==> config.mk <==
export PLATFORM = sky130hd
export DESIGN_NAME = fpas_unit
export DESIGN_NICKNAME = d
export VERILOG_FILES = /design/src/rtl/fpas_pkg.sv /design/src/rtl/fpas_align.sv /design/src/rtl/fpas_mant_alu.sv /design/src/rtl/fpas_norm_step.sv /design/src/rtl/fpas_unit.sv
export SDC_FILE = /design/constraint.sdc
export NUM_CORES = 1
export LEC_CHECK = 0
export BUFFER_PORTS_ARGS = -buffer_cell sky130_fd_sc_hd__buf_2
export CAP_MARGIN = 20
export CORE_AREA = 10 10 157 159
export DETAILED_ROUTE_END_ITERATION = 8
export DIE_AREA = 0 0 167 169
export PLACE_DENSITY_LB_ADDON = 0.1
export SETUP_SLACK_MARGIN = 0.02
export SYNTH_ARGS = -nofsm -noshare
export SYNTH_HDL_FRONTEND = slang
export SYNTH_SLANG_ARGS = --single-unit
==> constraint.sdc <==
create_clock -name clk -period 4.3 [get_ports clk]
set_input_delay 0.86 -clock clk [delete_from_list [all_inputs] [get_ports clk]]
set_output_delay 0.86 -clock clk [all_outputs]
set_load 0.03 [all_outputs]
==> src/rtl/fpas_pkg.sv <==
package fpas_pkg;
  typedef enum logic [2:0] {
    ST_IDLE = 3'd0,
    ST_CMP  = 3'd1,
    ST_ADD  = 3'd2,
    ST_NORM = 3'd3,
    ST_DONE = 3'd4
  } fpas_state_e;
endpackage

==> src/rtl/fpas_align.sv <==
module fpas_align #(
  parameter int EXP_W = 8,
  parameter int MAN_W = 16
) (
  input  logic             xs,
  input  logic [EXP_W-1:0] xe,
  input  logic [MAN_W-1:0] xm,
  input  logic             ys,
  input  logic [EXP_W-1:0] ye,
  input  logic [MAN_W-1:0] ym,
  output logic             bypass,
  output logic             big_s,
  output logic [EXP_W-1:0] big_e,
  output logic [MAN_W-1:0] big_m,
  output logic             small_s,
  output logic [MAN_W-1:0] small_m
);
  localparam logic [EXP_W:0] GAP_LIMIT = (EXP_W+1)'(MAN_W);

  function automatic logic [EXP_W-1:0] exp_gap(input logic [EXP_W-1:0] a,
                                               input logic [EXP_W-1:0] b);
    return a - b;
  endfunction

  logic             x_dom;
  logic [EXP_W-1:0] gap;
  logic [MAN_W-1:0] raw_small;

  always_comb begin
    x_dom     = (xe >= ye);
    gap       = x_dom ? exp_gap(xe, ye) : exp_gap(ye, xe);
    bypass    = ({1'b0, gap} >= GAP_LIMIT);
    big_s     = x_dom ? xs : ys;
    big_e     = x_dom ? xe : ye;
    big_m     = x_dom ? xm : ym;
    small_s   = x_dom ? ys : xs;
    raw_small = x_dom ? ym : xm;
    small_m   = bypass ? '0 : (raw_small >> gap);
  end
endmodule

==> src/rtl/fpas_mant_alu.sv <==
module fpas_mant_alu #(
  parameter int MAN_W = 16
) (
  input  logic             big_s,
  input  logic [MAN_W-1:0] big_m,
  input  logic             small_s,
  input  logic [MAN_W-1:0] small_m,
  output logic [MAN_W:0]   sum_m,
  output logic             sum_s,
  output logic             sum_zero
);
  function automatic logic [MAN_W:0] mag_add(input logic [MAN_W-1:0] a,
                                             input logic [MAN_W-1:0] b);
    return {1'b0, a} + {1'b0, b};
  endfunction

  function automatic logic [MAN_W:0] mag_sub(input logic [MAN_W-1:0] a,
                                             input logic [MAN_W-1:0] b);
    return {1'b0, a} - {1'b0, b};
  endfunction

  always_comb begin
    if (big_s == small_s) begin
      sum_m = mag_add(big_m, small_m);
      sum_s = big_s;
    end else if (big_m >= small_m) begin
      sum_m = mag_sub(big_m, small_m);
      sum_s = big_s;
    end else begin
      sum_m = mag_sub(small_m, big_m);
      sum_s = small_s;
    end
    sum_zero = (sum_m == '0);
  end
endmodule

==> src/rtl/fpas_norm_step.sv <==
module fpas_norm_step #(
  parameter int EXP_W = 8,
  parameter int MAN_W = 16
) (
  input  logic [MAN_W:0]   m_cur,
  input  logic [EXP_W-1:0] e_cur,
  output logic [MAN_W:0]   m_next,
  output logic [EXP_W-1:0] e_next,
  output logic             step_r,
  output logic             step_l,
  output logic             exp_ovf,
  output logic             settled
);
  localparam logic [EXP_W-1:0] EXP_MAX = '1;

  always_comb begin
    step_r  = m_cur[MAN_W];
    step_l  = !m_cur[MAN_W] && !m_cur[MAN_W-1] && (e_cur != '0);
    settled = !step_r && !step_l;
    exp_ovf = step_r && (e_cur == EXP_MAX);
    m_next  = m_cur;
    e_next  = e_cur;
    if (step_r) begin
      m_next = m_cur >> 1;
      e_next = exp_ovf ? e_cur : e_cur + 1'b1;
    end else if (step_l) begin
      m_next = m_cur << 1;
      e_next = e_cur - 1'b1;
    end
  end
endmodule

==> src/rtl/fpas_unit.sv <==
module fpas_unit #(
  parameter int EXP_W = 8,
  parameter int MAN_W = 16,
  localparam int WORD_W = 1 + EXP_W + MAN_W
) (
  input  logic              clk,
  input  logic              rst_n,
  input  logic              start,
  input  logic              sub,
  input  logic [WORD_W-1:0] x_in,
  input  logic [WORD_W-1:0] y_in,
  output logic [WORD_W-1:0] result,
  output logic              done,
  output logic              ovf
);
  import fpas_pkg::*;

  fpas_state_e st_q;

  logic             xs_q, ys_q;
  logic [EXP_W-1:0] xe_q, ye_q;
  logic [MAN_W-1:0] xm_q, ym_q;

  logic             al_bs_q, al_ss_q;
  logic [EXP_W-1:0] al_be_q;
  logic [MAN_W-1:0] al_bm_q, al_sm_q;

  logic             acc_s_q;
  logic [EXP_W-1:0] acc_e_q;
  logic [MAN_W:0]   acc_m_q;

  logic [WORD_W-1:0] res_q;
  logic              ovf_q;

  // named internal events
  logic             bypass_take;
  logic             nrm_right, nrm_left, nrm_ovf, nrm_settled;
  logic             busy;

  logic             a_bypass, a_bs, a_ss;
  logic [EXP_W-1:0] a_be;
  logic [MAN_W-1:0] a_bm, a_sm;

  logic [MAN_W:0]   s_m;
  logic             s_s, s_zero;

  logic [MAN_W:0]   n_m;
  logic [EXP_W-1:0] n_e;

  fpas_align #(.EXP_W(EXP_W), .MAN_W(MAN_W)) u_align (
    .xs(xs_q), .xe(xe_q), .xm(xm_q),
    .ys(ys_q), .ye(ye_q), .ym(ym_q),
    .bypass(a_bypass), .big_s(a_bs), .big_e(a_be), .big_m(a_bm),
    .small_s(a_ss), .small_m(a_sm)
  );

  fpas_mant_alu #(.MAN_W(MAN_W)) u_alu (
    .big_s(al_bs_q), .big_m(al_bm_q),
    .small_s(al_ss_q), .small_m(al_sm_q),
    .sum_m(s_m), .sum_s(s_s), .sum_zero(s_zero)
  );

  fpas_norm_step #(.EXP_W(EXP_W), .MAN_W(MAN_W)) u_norm (
    .m_cur(acc_m_q), .e_cur(acc_e_q),
    .m_next(n_m), .e_next(n_e),
    .step_r(nrm_right), .step_l(nrm_left),
    .exp_ovf(nrm_ovf), .settled(nrm_settled)
  );

  assign bypass_take = (st_q == ST_CMP) && a_bypass;
  assign busy        = (st_q != ST_IDLE);

  always_ff @(posedge clk or negedge rst_n) begin
    if (!rst_n) begin
      st_q    <= ST_IDLE;
      xs_q    <= 1'b0;
      xe_q    <= '0;
      xm_q    <= '0;
      ys_q    <= 1'b0;
      ye_q    <= '0;
      ym_q    <= '0;
      al_bs_q <= 1'b0;
      al_ss_q <= 1'b0;
      al_be_q <= '0;
      al_bm_q <= '0;
      al_sm_q <= '0;
      acc_s_q <= 1'b0;
      acc_e_q <= '0;
      acc_m_q <= '0;
      res_q   <= '0;
      ovf_q   <= 1'b0;
    end else begin
      unique case (st_q)
        ST_IDLE: begin
          if (start) begin
            xs_q <= x_in[WORD_W-1];
            xe_q <= x_in[MAN_W +: EXP_W];
            xm_q <= x_in[MAN_W-1:0];
            ys_q <= y_in[WORD_W-1] ^ sub;
            ye_q <= y_in[MAN_W +: EXP_W];
            ym_q <= y_in[MAN_W-1:0];
            st_q <= ST_CMP;
          end
        end
        ST_CMP: begin
          if (a_bypass) begin
            acc_s_q <= a_bs;
            acc_e_q <= a_be;
            acc_m_q <= {1'b0, a_bm};
            st_q    <= ST_NORM;
          end else begin
            al_bs_q <= a_bs;
            al_be_q <= a_be;
            al_bm_q <= a_bm;
            al_ss_q <= a_ss;
            al_sm_q <= a_sm;
            st_q    <= ST_ADD;
          end
        end
        ST_ADD: begin
          if (s_zero) begin
            res_q <= '0;
            st_q  <= ST_DONE;
          end else begin
            acc_s_q <= s_s;
            acc_e_q <= al_be_q;
            acc_m_q <= s_m;
            st_q    <= ST_NORM;
          end
        end
        ST_NORM: begin
          if (nrm_settled) begin
            res_q <= {acc_s_q, acc_e_q, acc_m_q[MAN_W-1:0]};
            st_q  <= ST_DONE;
          end else begin
            acc_m_q <= n_m;
            acc_e_q <= n_e;
            if (nrm_ovf) ovf_q <= 1'b1;
          end
        end
        ST_DONE: st_q <= ST_IDLE;
        default: st_q <= ST_IDLE;
      endcase
    end
  end

  assign result = res_q;
  assign done   = (st_q == ST_DONE);
  assign ovf    = ovf_q;
endmodule

==> out/metrics.cfg <==
[outcome]
status=completed

[critical_path]
startpoint_type=flop
path_max_fanout=10
required_ns=4.62
critPathArrivalTime_ns=4.42
crit_slowest_cell=a2111o_2
critPathCaptureType=flop
path_cells=inv_1, ha_1, buf_4, a211oi_1, nor2_1, a211o_1, a31oi_1, nor2_1, nor4_1, a211oi_1, xnor2_1, and4b_4, and2_4, a2111o_2, mux2_4
cpPeakStageDelay_ns=0.53
path_class=flop to flop

[cells_and_area]
n_antenna_cell=0
fin_nets=1334
syn2layout_area_growth_pct=15.9
drive_above_1_share=0.236
design_area_um2=12200
layout_commonest_cell=dfrtp_1
final_cell_mix=147 x dfrtp_1, 97 x nand2_1, 81 x mux2i_1, 81 x o21ai_0, 79 x buf_2

[logic_synthesis]
synth_seq_area_share=0.348
synth_area_um2=10600
syn-instance-count=1103
synth_cell_types=87
ys_warn_count=0
yosysTopAreaCell=dfrtp_1
synthTopCellsByArea=dfrtp_1 35%, ha_1 8.2%, mux2i_1 7.9%
syn_nets=1232
ys_ff_latch=147
ys.flop_type=dfrtp_1
ys_async_sr_fraction=1.00
netlist.area_leader.share=0.348
synth_edf_count=0
syn_area_per_cell_um2=9.58

[drt]
route.detailed.drc=0
wire_per_inst_um=19.2
vias=8613
finalWirelength_um=28800
dr.pass1.iters=6
drt_iter0_drc=696
viasPerCell=5.75
ant_nets=0

[clocking]
cts_root_buffer=clkbuf_16
path_clk_slew_ns=0.07
cts_buffer_depth=2
cts.sinks=147
clk_latency_ns=0.44
numCtsBuffers=17
cts_tree=built
htree_levels=4

[floorplanning]
die_area_um2=28200
row_count=54
die_h_um=169
pin_count=81
core_area_um2=21600
die_w_um=167
start_util=0.490

[global_routing]
grt_max_degree=81
antenna_found_initial=0
grt_util_all_layers=0.202
gr-total-overflow=0
grt_pass1_wl_um=46700
grt_pass1_vias=8398

[timing]
hold_viol_final=0
slew_viol_final=0
finalCritPeriodShare=0.954
maxSlewHeadroom=0.362
setup_tns_ns=0
setup_viol=0
finalClockSkew_ns=0.0109
tightest_slew_ns=0.951
min_period_ns=4.10
rsz0062_at_grt=false
max_freq_mhz=244

[place]
postPlaceCellArea_um2=11500
dp_hpwl_um=22800
io_buffer_count=80
gp_congestion=0.939

[hold_path]
hold_path_class=input pin to async pin

[job]
drv_cap=0

==> critical path, delay by kind of cell (launching register included) <==
kind	cells	cell delay [ns]
AND/OR/NAND/NOR	5	0.82
AO/OA/AOI/OAI	5	1.56
buffers and inverters	2	0.27
XOR/XNOR	1	0.17
adder cells (fa/ha/maj)	1	0.37
multiplexers	1	0.33
flip-flops	1	0.47
==> sequential cells by signal (all words and copies together), names as in the netlist <==
signal and cells:
result 25, acc_m_q 17, al_bm_q 16, al_sm_q 16, xm_q 16, ym_q 16
acc_e_q 8, al_be_q 8, xe_q 8, ye_q 8, st_q 3, acc_s_q 1
al_bs_q 1, al_ss_q 1, ovf 1, xs_q 1, ys_q 1
==> per-stage QoR <==
step | worst slack (ns) | std cells | hold WS [ns] | utilization
final | 0.196 | 1498 | 0.472 | 0.568
after global routing | 0.0160 | 1498 | 0.518 | 0.568
after CTS | 0.101 | 1493 | 0.482 | 0.563
after detailed placement | 0.121 | 1461 | 0.467 | 0.534
after global placement | 0.175 | 1461 | 0.458 | 0.534
after floorplan | 0.339 | 1103 | 0.442 | -
==> routing by layer <==
layer | vias to the layer above | part of all wire | GRT usage
met2 | 271 | 0.42 | 0.288
met1 | 4103 | 0.50 | 0.297
met5 | - | 0 | 0
met3 | 45 | 0.060 | 0.0445
li1 | 4194 | - | -
met4 | 0 | 0.025 | 0.0615
==> cell families (layout without fill, tap and decap cells) <==
logic type / after synthesis / in the layout / share of synthesized area
AO/OA/AOI/OAI: 317 / 317 / 0.207
XOR/XNOR: 27 / 27 / 0.0224
adder cells (fa/ha/maj): 75 / 75 / 0.0931
buffers and inverters: 141 / 256 / 0.0593
flip-flops: 147 / 147 / 0.348
multiplexers: 149 / 149 / 0.157
AND/OR/NAND/NOR: 247 / 247 / 0.114
==> Yosys cell counts (4+ instances only) <==
cell type / count
a21oi_1: 67
o211ai_1: 7
buf_1: 11
o221ai_1: 11
a31oi_1: 5
o21ai_0: 81
nor2b_1: 19
o22a_1: 7
fa_1: 6
o21a_1: 5
nand2_1: 97
o31ai_1: 6
a22o_1: 24
xor2_1: 4
a21oi_2: 4
nor4_1: 5
nor3_1: 15
dfrtp_1: 147
mux2i_1: 83
a221oi_1: 5
nand4_1: 14
a21o_1: 10
nor2_1: 51
o21bai_1: 14
xnor2_1: 23
a211oi_1: 21
buf_4: 4
nand2b_1: 7
ha_1: 69
o21ai_1: 4
a211o_1: 7
or3_1: 4
buf_6: 8
buf_2: 5
inv_1: 75
nand3_1: 12
mux2_2: 46
o22ai_1: 6
mux2_4: 16
clkbuf_1: 36
==> cell type report <==
type                    count  area, µm²
fillers                  1906       9310
inverters                  76        285
multi-input cells         815       6370
clock inverters            15        189
well taps                 280        350
flip-flops and latches    147       3680
repair buffers            148        950
clock buffers              17        425
==> final timing paths <==
kind                       depth (start not counted)  startpoint  slack [ns]          to
hold reg to reg                                    2  al_be_q[6]        0.48  al_be_q[6]
setup reg to reg                                  15  al_bm_q[5]        0.20  acc_e_q[4]
max in group asynchronous                          2       rst_n        3.02    xm_q[13]
hold / removal                                     1       rst_n        0.47  al_bm_q[5]
min in group clk                                   2  al_be_q[6]        0.48  al_be_q[6]
setup / recovery                                  15  al_bm_q[5]        0.20  acc_e_q[4]
==> what timing repair did <==
action	CTS	global route
resized for setup	0	15
hold buffers	0	0
setup endpoints to repair	0	32
buffers inserted	0	3
Power is left out: the tool's default activity adds up to more than one toggle a clock period on the data nets, which glitch-free logic cannot reach.
